===== src/rtl/rtg_pkg.sv =====
package rtg_pkg;
    localparam int CW     = 16;
    localparam int DW     = 32;
    localparam int FMT_W  = 3;

    typedef logic [CW-1:0] cnt_t;

    typedef enum logic [2:0] {
        RA_CTRL  = 3'd0,
        RA_CTRL2 = 3'd1,
        RA_HTIM  = 3'd2,
        RA_HSYN  = 3'd3,
        RA_VTIM  = 3'd4,
        RA_VSYN  = 3'd5
    } reg_addr_e;

    // control word bit positions
    localparam int B_RUN   = 0;
    localparam int B_ILACE = 3;
    localparam int B_FMT   = 7;
    localparam int B_HNEG  = 16;
    localparam int B_VNEG  = 17;
    localparam int B_IEN   = 30;
    localparam int B_ISTS  = 31;

    typedef struct packed {
        cnt_t total;
        cnt_t last_vis;
        cnt_t sync_beg;
        cnt_t sync_end;
    } axis_cfg_t;

    typedef struct packed {
        logic             irq_en;
        logic             vs_neg;
        logic             hs_neg;
        logic [FMT_W-1:0] fmt;
        logic             interlace;
        logic             run;
    } ctrl_t;

    function automatic axis_cfg_t put_lo_hi(input axis_cfg_t c, input logic [DW-1:0] w,
                                            input logic is_sync);
        axis_cfg_t r = c;
        if (is_sync) begin
            r.sync_beg = w[CW-1:0];
            r.sync_end = w[DW-1:CW];
        end else begin
            r.total    = w[CW-1:0];
            r.last_vis = w[DW-1:CW];
        end
        return r;
    endfunction
endpackage


===== src/rtl/rtg_axis.sv =====
module rtg_axis
    import rtg_pkg::*;
(
    input  logic      clk,
    input  logic      rst,
    input  logic      run,
    input  logic      adv,
    input  axis_cfg_t cfg,
    output cnt_t      cnt,
    output logic      at_last,
    output logic      visible,
    output logic      in_sync
);
    assign at_last = (cnt >= cfg.total);
    assign visible = (cnt <= cfg.last_vis);
    assign in_sync = (cnt >= cfg.sync_beg) && (cnt < cfg.sync_end);

    always_ff @(posedge clk) begin
        if (rst || !run)
            cnt <= '0;
        else if (adv)
            cnt <= at_last ? '0 : cnt + cnt_t'(1);
    end
endmodule


===== src/rtl/rtg_regs.sv =====
module rtg_regs
    import rtg_pkg::*;
(
    input  logic          clk,
    input  logic          rst,
    input  logic          wr_en,
    input  logic [2:0]    addr,
    input  logic [DW-1:0] wdata,
    input  logic          frame_done,
    input  logic          vblank_hit,
    output logic [DW-1:0] rdata,
    output ctrl_t         ctrl,
    output logic          dac_en,
    output logic          irq_sts,
    output axis_cfg_t     h_act,
    output axis_cfg_t     v_act
);
    axis_cfg_t h_pend, v_pend, h_pend_nxt, v_pend_nxt;
    logic      wr_ctrl, load_act;

    assign wr_ctrl  = wr_en && (addr == RA_CTRL);
    assign load_act = !ctrl.run || frame_done;

    always_comb begin
        h_pend_nxt = h_pend;
        v_pend_nxt = v_pend;
        if (wr_en) begin
            case (addr)
                RA_HTIM: h_pend_nxt = put_lo_hi(h_pend, wdata, 1'b0);
                RA_HSYN: h_pend_nxt = put_lo_hi(h_pend, wdata, 1'b1);
                RA_VTIM: v_pend_nxt = put_lo_hi(v_pend, wdata, 1'b0);
                RA_VSYN: v_pend_nxt = put_lo_hi(v_pend, wdata, 1'b1);
                default: ;
            endcase
        end
    end

    always_ff @(posedge clk) begin
        if (rst) begin
            h_pend  <= '0;
            v_pend  <= '0;
            h_act   <= '0;
            v_act   <= '0;
            ctrl    <= '0;
            dac_en  <= 1'b0;
            irq_sts <= 1'b0;
        end else begin
            h_pend <= h_pend_nxt;
            v_pend <= v_pend_nxt;
            if (load_act) begin
                h_act <= h_pend_nxt;
                v_act <= v_pend_nxt;
            end
            if (wr_ctrl) begin
                ctrl.run       <= wdata[B_RUN];
                ctrl.interlace <= wdata[B_ILACE];
                ctrl.fmt       <= wdata[B_FMT +: FMT_W];
                ctrl.hs_neg    <= wdata[B_HNEG];
                ctrl.vs_neg    <= wdata[B_VNEG];
                ctrl.irq_en    <= wdata[B_IEN];
            end
            if (wr_en && addr == RA_CTRL2)
                dac_en <= wdata[0];
            // a new blanking event wins over a clear in the same clock
            if (vblank_hit)
                irq_sts <= 1'b1;
            else if (wr_ctrl && wdata[B_ISTS])
                irq_sts <= 1'b0;
        end
    end

    always_comb begin
        rdata = '0;
        case (addr)
            RA_CTRL: begin
                rdata[B_RUN]            = ctrl.run;
                rdata[B_ILACE]          = ctrl.interlace;
                rdata[B_FMT +: FMT_W]   = ctrl.fmt;
                rdata[B_HNEG]           = ctrl.hs_neg;
                rdata[B_VNEG]           = ctrl.vs_neg;
                rdata[B_IEN]            = ctrl.irq_en;
                rdata[B_ISTS]           = irq_sts;
            end
            RA_CTRL2: rdata[0] = dac_en;
            RA_HTIM:  rdata = {h_pend.last_vis, h_pend.total};
            RA_HSYN:  rdata = {h_pend.sync_end, h_pend.sync_beg};
            RA_VTIM:  rdata = {v_pend.last_vis, v_pend.total};
            RA_VSYN:  rdata = {v_pend.sync_end, v_pend.sync_beg};
            default:  rdata = '0;
        endcase
    end
endmodule


===== src/rtl/raster_timing_gen.sv =====
module raster_timing_gen
    import rtg_pkg::*;
(
    input  logic             clk,
    input  logic             rst,
    input  logic             wr_en,
    input  logic [2:0]       addr,
    input  logic [31:0]      wdata,
    output logic [31:0]      rdata,
    output logic             hsync_o,
    output logic             vsync_o,
    output logic             de_o,
    output logic             irq_o,
    output logic             dac_en_o,
    output logic [2:0]       pix_fmt_o
);
    ctrl_t     ctrl;
    axis_cfg_t h_act, v_act;
    cnt_t      h_cnt, v_cnt;
    logic      h_last, v_last, h_vis, v_vis, h_syn, v_syn;
    logic      irq_sts, frame_done, vblank_hit;

    assign frame_done = h_last && v_last;
    assign vblank_hit = ctrl.run && (h_cnt == '0) &&
                        (v_cnt == cnt_t'(v_act.last_vis + cnt_t'(1)));

    rtg_regs u_regs (
        .clk(clk), .rst(rst), .wr_en(wr_en), .addr(addr), .wdata(wdata),
        .frame_done(frame_done), .vblank_hit(vblank_hit), .rdata(rdata),
        .ctrl(ctrl), .dac_en(dac_en_o), .irq_sts(irq_sts),
        .h_act(h_act), .v_act(v_act)
    );

    rtg_axis u_hax (
        .clk(clk), .rst(rst), .run(ctrl.run), .adv(1'b1), .cfg(h_act),
        .cnt(h_cnt), .at_last(h_last), .visible(h_vis), .in_sync(h_syn)
    );

    rtg_axis u_vax (
        .clk(clk), .rst(rst), .run(ctrl.run), .adv(h_last), .cfg(v_act),
        .cnt(v_cnt), .at_last(v_last), .visible(v_vis), .in_sync(v_syn)
    );

    assign de_o      = ctrl.run && h_vis && v_vis;
    assign hsync_o   = (ctrl.run && h_syn) ^ ctrl.hs_neg;
    assign vsync_o   = (ctrl.run && v_syn) ^ ctrl.vs_neg;
    assign irq_o     = irq_sts && ctrl.irq_en;
    assign pix_fmt_o = ctrl.fmt;
endmodule


===== config.mk =====
export PLATFORM = sky130hd
export DESIGN_NAME = raster_timing_gen
export DESIGN_NICKNAME = d
export VERILOG_FILES = /design/src/rtl/rtg_pkg.sv /design/src/rtl/rtg_axis.sv /design/src/rtl/rtg_regs.sv /design/src/rtl/raster_timing_gen.sv
export SDC_FILE = /design/constraint.sdc
export NUM_CORES = 1
export LEC_CHECK = 0
export BUFFER_PORTS_ARGS = -buffer_cell sky130_fd_sc_hd__buf_2
export CORE_UTILIZATION = 49
export CTS_CLUSTER_DIAMETER = 40
export DETAILED_ROUTE_END_ITERATION = 10
export GPL_ROUTABILITY_DRIVEN = 1
export PLACE_DENSITY = 0.68
export SLEW_MARGIN = 10
export SYNTH_ARGS = -nofsm -noshare
export SYNTH_HDL_FRONTEND = slang
export SYNTH_SLANG_ARGS = --single-unit

===== constraint.sdc =====
create_clock -name clk -period 2.65 [get_ports clk]
set_input_delay 0.1325 -clock clk [delete_from_list [all_inputs] [get_ports clk]]
set_output_delay 0.1325 -clock clk [all_outputs]
set_load 0.02 [all_outputs]

==> flow_metrics.env, run 1 <==
export IMPL_netlist_area_leader_share_pct=39.9
export IMPL_layout_setup_ws_ps=-108
export IMPL_antenna_found_initial=1
export IMPL_ys_ff_latch=298
export IMPL_clk_insertion_delay_late_ps=540
export IMPL_setup_viol=2
export IMPL_drtAntennaViolNets=0
export IMPL_path_class="flip-flop to primary output"
export IMPL_dp_hpwl_um=32000
export IMPL_antenna_cells=0
export IMPL_cts_tree="built"
export IMPL_die_area_um2=31200
export IMPL_synth_edf_count=0
export IMPL_cp_end_kind="primary output"
export IMPL_clockBufferDepth=3
export IMPL_coreArea_um2=29900
export IMPL_vias=13200
export IMPL_critPathLaunchType="flip-flop"
export IMPL_hold_class="input port to flip-flop"
export IMPL_routed_wl_um=45300
export IMPL_crit_arrival_ps=2630
export IMPL_power_total_mw=10.9
export IMPL_ys_seq_area_share_pct=39.9
export IMPL_post_place_ws_ps=-77.4
export IMPL_synth_avg_cell_area_um2=9.12
export IMPL_die_height_um=177
export IMPL_reg2reg_to="u_regs.v_act[42]"
export IMPL_yosysUniqueCellTypes=65
export IMPL_p_sw_mw=2.56
export IMPL_die_x_um=177
export IMPL_syn2layout_area_growth_pct=21.9
export IMPL_routed_via_density=6.06
export IMPL_clock_fmax_ghz=0.363
export IMPL_drive_gt1_share_pct=19.2
export IMPL_drt_first_pass_iters=5
export IMPL_timing_rr_start="u_vax.cnt[0]"
export IMPL_reg2reg_slack_ps=210
export IMPL_synth_fp_nets=1813
export IMPL_worst_pin_slew_ps=623
export IMPL_reg2reg_depth=9
export IMPL_synthCells=1642
export IMPL_path_clk_slew_ps=60
export IMPL_relSlewSlack_pct=57.4
export IMPL_power_frac_clock_pct=52.7
export IMPL_placed_cells=2077
export IMPL_async_flop_share_pct=0
export IMPL_max_cap_violations=0
export IMPL_finalHoldViolations=0
export IMPL_finClkSkew_ps=19.9
export IMPL_grt_usage_pct=28.5
export IMPL_cellPowerDensity_nw_per_um2=596
export IMPL_wl_per_cell_um=20.8
export IMPL_cts_root_buf="clkbuf_16"
export IMPL_h_tree_depth=2
export IMPL_violations="setup timing"
export IMPL_gp_congestion=0.973
export IMPL_grt_ovfl_total=0
export IMPL_cp_data_required_time_ps=2520
export IMPL_final_max_slew_viol_count=0
export IMPL_drt_iter0_drc=1038
export IMPL_clock_sinks=298
export IMPL_fin_cells=2182
export IMPL_grt_pass1_vias=12500
export IMPL_grt_setup_unrepaired="true"
export IMPL_crit_start="u_regs.v_act[37]"
export IMPL_crit_end="de_o"
export IMPL_outcome="complete, but fails checks"
export IMPL_power_frac_comb_pct=5.5
export IMPL_yosys_top_cells_area="dfxtp_1 (40%), ha_1 (11%), o22a_1 (8.9%)"
export IMPL_start_util_pct=50.1
export IMPL_fin_nets=1932
export IMPL_p_leak_nw=7.28
export IMPL_crit_fanout=4
export IMPL_finalCritPeriodShare_pct=104
export IMPL_fin_crit_ps=2760
export IMPL_rows=63
export IMPL_yosysWarnings=0
export IMPL_syn_area_um2=15000
export IMPL_portBuffers=77
export IMPL_ios=78
export IMPL_switching_share_pct=23.6
export IMPL_cts_buffers=42
export IMPL_synthFlopType="dfxtp_1"
export IMPL_drc=0
export IMPL_seq_power_share_pct=41.8
export IMPL_yosysTopAreaCell="dfxtp_1"
export IMPL_p_int_mw=8.31
export IMPL_grt_max_degree=139
export IMPL_grt_pass1_wl_um=69600
export IMPL_ir_worst_vdd_mv=0.420
[power by group through the flow]
| stage | combinational, mW | sequential [mW] | clock [mW] |
|---|---|---|---|
| finish | 0.595 | 4.55 | 5.73 |
| detailed placement | 0.540 | 4.65 | 0 |
| CTS | 0.569 | 4.55 | 5.80 |
| global route | 0.634 | 4.55 | 5.97 |
| global placement | 0.533 | 4.65 | 0 |
| floorplan | 0.330 | 4.65 | 0 |
[layer usage]
metal / global-route usage [%] / wire length, µm
met5: 0 / 9
met4: 8.30 / 1250
met3: 5.28 / 3150
met2: 46.6 / 21200
met1: 38.1 / 19700
[synthesized netlist by cell type (all sizes together) (6+ instances only)]
cell / n
a2111oi: 7
a211oi: 12
a21o: 7
a21oi: 43
a22o: 12
a22oi: 128
a31oi: 6
and3: 18
buf: 56
clkbuf: 44
dfxtp: 298
ha: 133
inv: 133
mux2i: 66
nand2: 59
nand2b: 8
nand3: 16
nand4: 27
nor2: 218
nor2b: 16
nor3: 20
o211ai: 14
o21a: 7
o21ai: 52
o22a: 152
o22ai: 7
xnor2: 16
xor2: 14
[registers in the layout, summed over array words and instances (netlist names), 8 cells and up]
signal,flops
u_hax.cnt,16
u_regs.ctrl,8
u_regs.h_act,64
u_regs.h_pend,64
u_regs.v_act,64
u_regs.v_pend,64
u_vax.cnt,16
[metrics by stage]
stage	hold slack [ps]	utilization, %	area, µm²	TNS, ps
after global placement	439	53.7	16000	-77.0
after detailed placement	450	53.7	16000	-77.4
final	16.7	61.1	18200	-184
after floorplan	268	-	15000	0
after CTS	0.386	60.0	17900	-157
after global routing	38.4	61.1	18200	-316
[logic make-up (layout without fill, tap and decap cells)]
logic type | count (synthesis) | in the layout | share of synthesized area (%)
AO/OA/AOI/OAI | 470 | 470 | 23.7
AND/OR/NAND/NOR | 412 | 412 | 12.7
flip-flops | 298 | 298 | 39.9
buffers and inverters | 233 | 383 | 6.47
adder cells (fa/ha/maj) | 133 | 133 | 11.1
multiplexers | 66 | 66 | 4.41
XOR/XNOR | 30 | 30 | 1.76
[final cells by class]
class	instances	area, µm²
multi-input cells	1111	8430
clock inverters	21	243
inverters	133	507
clock buffers	54	1220
well taps	390	488
flip-flops and latches	298	6040
fillers	2499	11600
repair buffers	175	1310
[cells in the final DEF (no fill, tap or decap), types with 16 or more instances in the layout]
cell       instances
dfxtp_1          258
nor2_1           215
o22a_1           152
a22oi_1          128
inv_1            122
ha_1             114
buf_2             72
buf_4             71
mux2i_1           66
nand2_1           56
clkbuf_16         45
a21oi_1           39
o21ai_0           33
dfxtp_2           29
nand4_1           26
and3_1            18
nor2b_1           16
xnor2_1           16
ha_4              16
[worst min path at each step]
stage | startpoint | endpoint | slack [ps] | depth (start not counted)
detailed placement | wdata[30] | u_regs.ctrl[7] | 450 | 3
global route | wdata[27] | u_regs.h_pend[43] | 40 | 3
global placement | wdata[30] | u_regs.ctrl[7] | 440 | 3
floorplan | wdata[3] | u_regs.ctrl[1] | 270 | 2
CTS | wdata[23] | u_regs.h_pend[7] | 0.4 | 3
finish | wdata[27] | u_regs.h_pend[43] | 20 | 3
[critical path, cell delays in order, from the launching register on]
cell	delay, ps
dfxtp_2	390
inv_1	60
ha_1	310
nor2_1	160
nor2_1	80
a31o_2	260
a211oi_4	360
buf_4	190
a2bb2oi_4	150
buf_6	130
[timing repair]
action / 4_1_cts / 5_1_grt
setup buffers: 8 / 9
setup endpoints to repair: 14 / 14
hold endpoints to repair: 17 / 0
hold buffers: 13 / 0
pin swaps: 28 / 30
gates resized for setup: 74 / 60
No activity file was read; power rests on OpenSTA's default activity.
==> inputs of run 2 (changes only) <==
CELL_PAD_IN_SITES_DETAIL_PLACEMENT = 1   (was not set)
CELL_PAD_IN_SITES_GLOBAL_PLACEMENT = 1   (was not set)
CORE_UTILIZATION = 48   (was 49)
PLACE_DENSITY = 0.82   (was 0.68)
==> flow_metrics.env, run 2 (synthesized netlist as in run 1, its figures left out) <==
export IMPL_power_frac_comb_pct=5.6
export IMPL_drt_first_pass_iters=5
export IMPL_critPathTopFamily="compound AO/OA/AOI/OAI gates"
export IMPL_cpMostUsedCell="o211ai_1"
export IMPL_final_cell_area_um2=18500
export IMPL_fin_cells=2198
export IMPL_cp_end_kind="primary output"
export IMPL_clock_fmax_ghz=0.368
export IMPL_p_sw_mw=2.95
export IMPL_p_int_mw=8.56
export IMPL_path_cells="ha_1 -> a211oi_1 -> o21ai_0 -> o211ai_1 -> a21oi_1 -> o211ai_1 -> xnor2_1 -> buf_4"
export IMPL_final_cell_mix="dfxtp_1 (246), nor2_1 (214), o22a_1 (152)"
export IMPL_cts_root_buf="clkbuf_16"
export IMPL_power_total_mw=11.5
export IMPL_antenna_cells=0
export IMPL_fin_setup_tns_ps=-83.7
export IMPL_crit_slowest_cell="dfxtp_4"
export IMPL_path_class="flip-flop to primary output"
export IMPL_seq_power_share_pct=39.5
export IMPL_syn2layout_area_growth_pct=23.7
export IMPL_slowest_delay_ps=390
export IMPL_use_met3_pct=7.20
export IMPL_die_x_um=179
export IMPL_grt_max_degree=139
export IMPL_cts_tree="built"
export IMPL_final_max_slew_viol_count=0
export IMPL_drt_iter0_drc=1259
export IMPL_grt_usage_pct=34.8
export IMPL_grt_pass1_wl_um=84300
export IMPL_grt_pass1_vias=14600
export IMPL_power_frac_clock_pct=55.0
export IMPL_cp_buffers_inverters=1
export IMPL_portBuffers=77
export IMPL_fin_crit_ps=2720
export IMPL_vias=14100
export IMPL_placed_cells=2078
export IMPL_crit_arrival_ps=2590
export IMPL_worst_pin_slew_ps=853
export IMPL_ios=78
export IMPL_clock_sinks=298
export IMPL_antenna_found_initial=1
export IMPL_place_area_um2=16000
export IMPL_relSlewSlack_pct=42.4
export IMPL_finalCritPeriodShare_pct=103
export IMPL_grt_ovfl_total=0
export IMPL_finalHoldViolations=0
export IMPL_fillers=3415
export IMPL_met2_usage_pct=59.1
export IMPL_gp_congestion=0.941
export IMPL_drive_gt1_share_pct=21.3
export IMPL_path_clk_slew_ps=60
export IMPL_routed_wl_um=57100
export IMPL_die_area_um2=31900
export IMPL_cellPowerDensity_nw_per_um2=622
export IMPL_ir_worst_vdd_mv=0.485
export IMPL_p_leak_nw=7.36
export IMPL_clockBufferDepth=3
export IMPL_dp_hpwl_um=36300
export IMPL_wl_per_cell_um=26.0
export IMPL_cp_data_required_time_ps=2520
export IMPL_clk_insertion_delay_late_ps=560
export IMPL_hold_class="input port to flip-flop"
export IMPL_crit_fanout=6
export IMPL_violations="setup timing"
export IMPL_coreArea_um2=30700
export IMPL_critPathLaunchType="flip-flop"
export IMPL_cts_buffers=45
export IMPL_met1_usage_pct=42.2
export IMPL_setup_viol=2
export IMPL_fin_nets=1936
export IMPL_layout_setup_ws_ps=-71.0
export IMPL_mostFrequentLayoutCell="dfxtp_1"
export IMPL_finClkSkew_ps=24.2
export IMPL_reg2reg_slack_ps=40
export IMPL_die_height_um=179
export IMPL_rows=64
export IMPL_switching_share_pct=25.6
export IMPL_outcome="complete, but fails checks"
export IMPL_routed_via_density=6.43
export IMPL_start_util_pct=48.8
export IMPL_h_tree_depth=2
export IMPL_grt_busiest_layer="met2"
export IMPL_grt_setup_unrepaired="true"
export IMPL_drc=0
export IMPL_max_cap_violations=0
export IMPL_drtAntennaViolNets=0
-- run 2: changes by cell type in the layout (fill, tap and decap cells not counted), moves of 5 or more --
| cell | previous run | this run |
|---|---|---|
| dfxtp_2 | 29 | 34 |
| dfxtp_4 | 11 | 18 |
| inv_8 | 1 | 8 |
| buf_4 | 71 | 77 |
| ha_1 | 114 | 104 |
| ha_4 | 16 | 23 |
| dfxtp_1 | 258 | 246 |
-- run 2: timing repair --
action                                  in CTS  in global routing
endpoints found under the setup margin      14                 15
cloned                                       0                  0
resized for setup                          100                 68
pin swaps                                   36                 36
buffers inserted                            11                 12
hold buffers                                13                  0
hold endpoints to repair                    16                  0
-- run 2: area by class of cell --
class / count / area (µm²) / area share [%]
clock buffers: 54 / 1230 / 6.66
clock inverters: 30 / 373 / 2.01
inverters: 133 / 507 / 2.74
multi-input cells: 1111 / 8550 / 46.2
flip-flops and latches: 298 / 6080 / 32.8
well taps: 396 / 495 / 2.68
repair buffers: 176 / 1280 / 6.91
-- run 2: worst reg2reg max path, delay by kind of cell (launching register included) --
family                   cells  cell delay, ps
buffers and inverters        1              90
AO/OA/AOI/OAI                4             900
flip-flops                   1             380
AND/OR/NAND/NOR              2             980
adder cells (fa/ha/maj)      1             150
-- run 2: final timing paths --
path,startpoint,depth (start not counted),to
max,u_hax.cnt[9],8,hsync_o
min,wdata[18],3,u_regs.v_pend[2]
max reg2reg,u_hax.cnt[1],8,u_regs.irq_sts
min reg2reg,u_regs.ctrl[1],2,u_regs.ctrl[1]
-- run 2: metrics by stage --
stage | setup WS [ps] | util [%] | hold WS, ps
floorplan | 474 | - | 268
global placement | -61.0 | 52.1 | 430
detailed placement | -81.7 | 52.1 | 448
CTS | 0.113 | 59.2 | 3.52
global route | -169 | 60.4 | 33.3
finish | -71.0 | 60.4 | 11.7
-- run 2: routing by layer --
metal / vias up / part of all wire, %
li1: 6246 / -
met3: 190 / 6.8
met5: - / 0
met1: 7098 / 40
met4: 0 / 4.2
met2: 589 / 49
-- run 2: power by group through the flow --
| stage | Clock (mW) | Combinational [mW] | Sequential (mW) |
|---|---|---|---|
| finish | 6.33 | 0.640 | 4.55 |
| global route | 6.55 | 0.669 | 4.55 |
| CTS | 6.32 | 0.599 | 4.55 |
| detailed placement | 0 | 0.558 | 4.66 |
| global placement | 0 | 0.539 | 4.65 |
| floorplan | 0 | 0.330 | 4.65 |
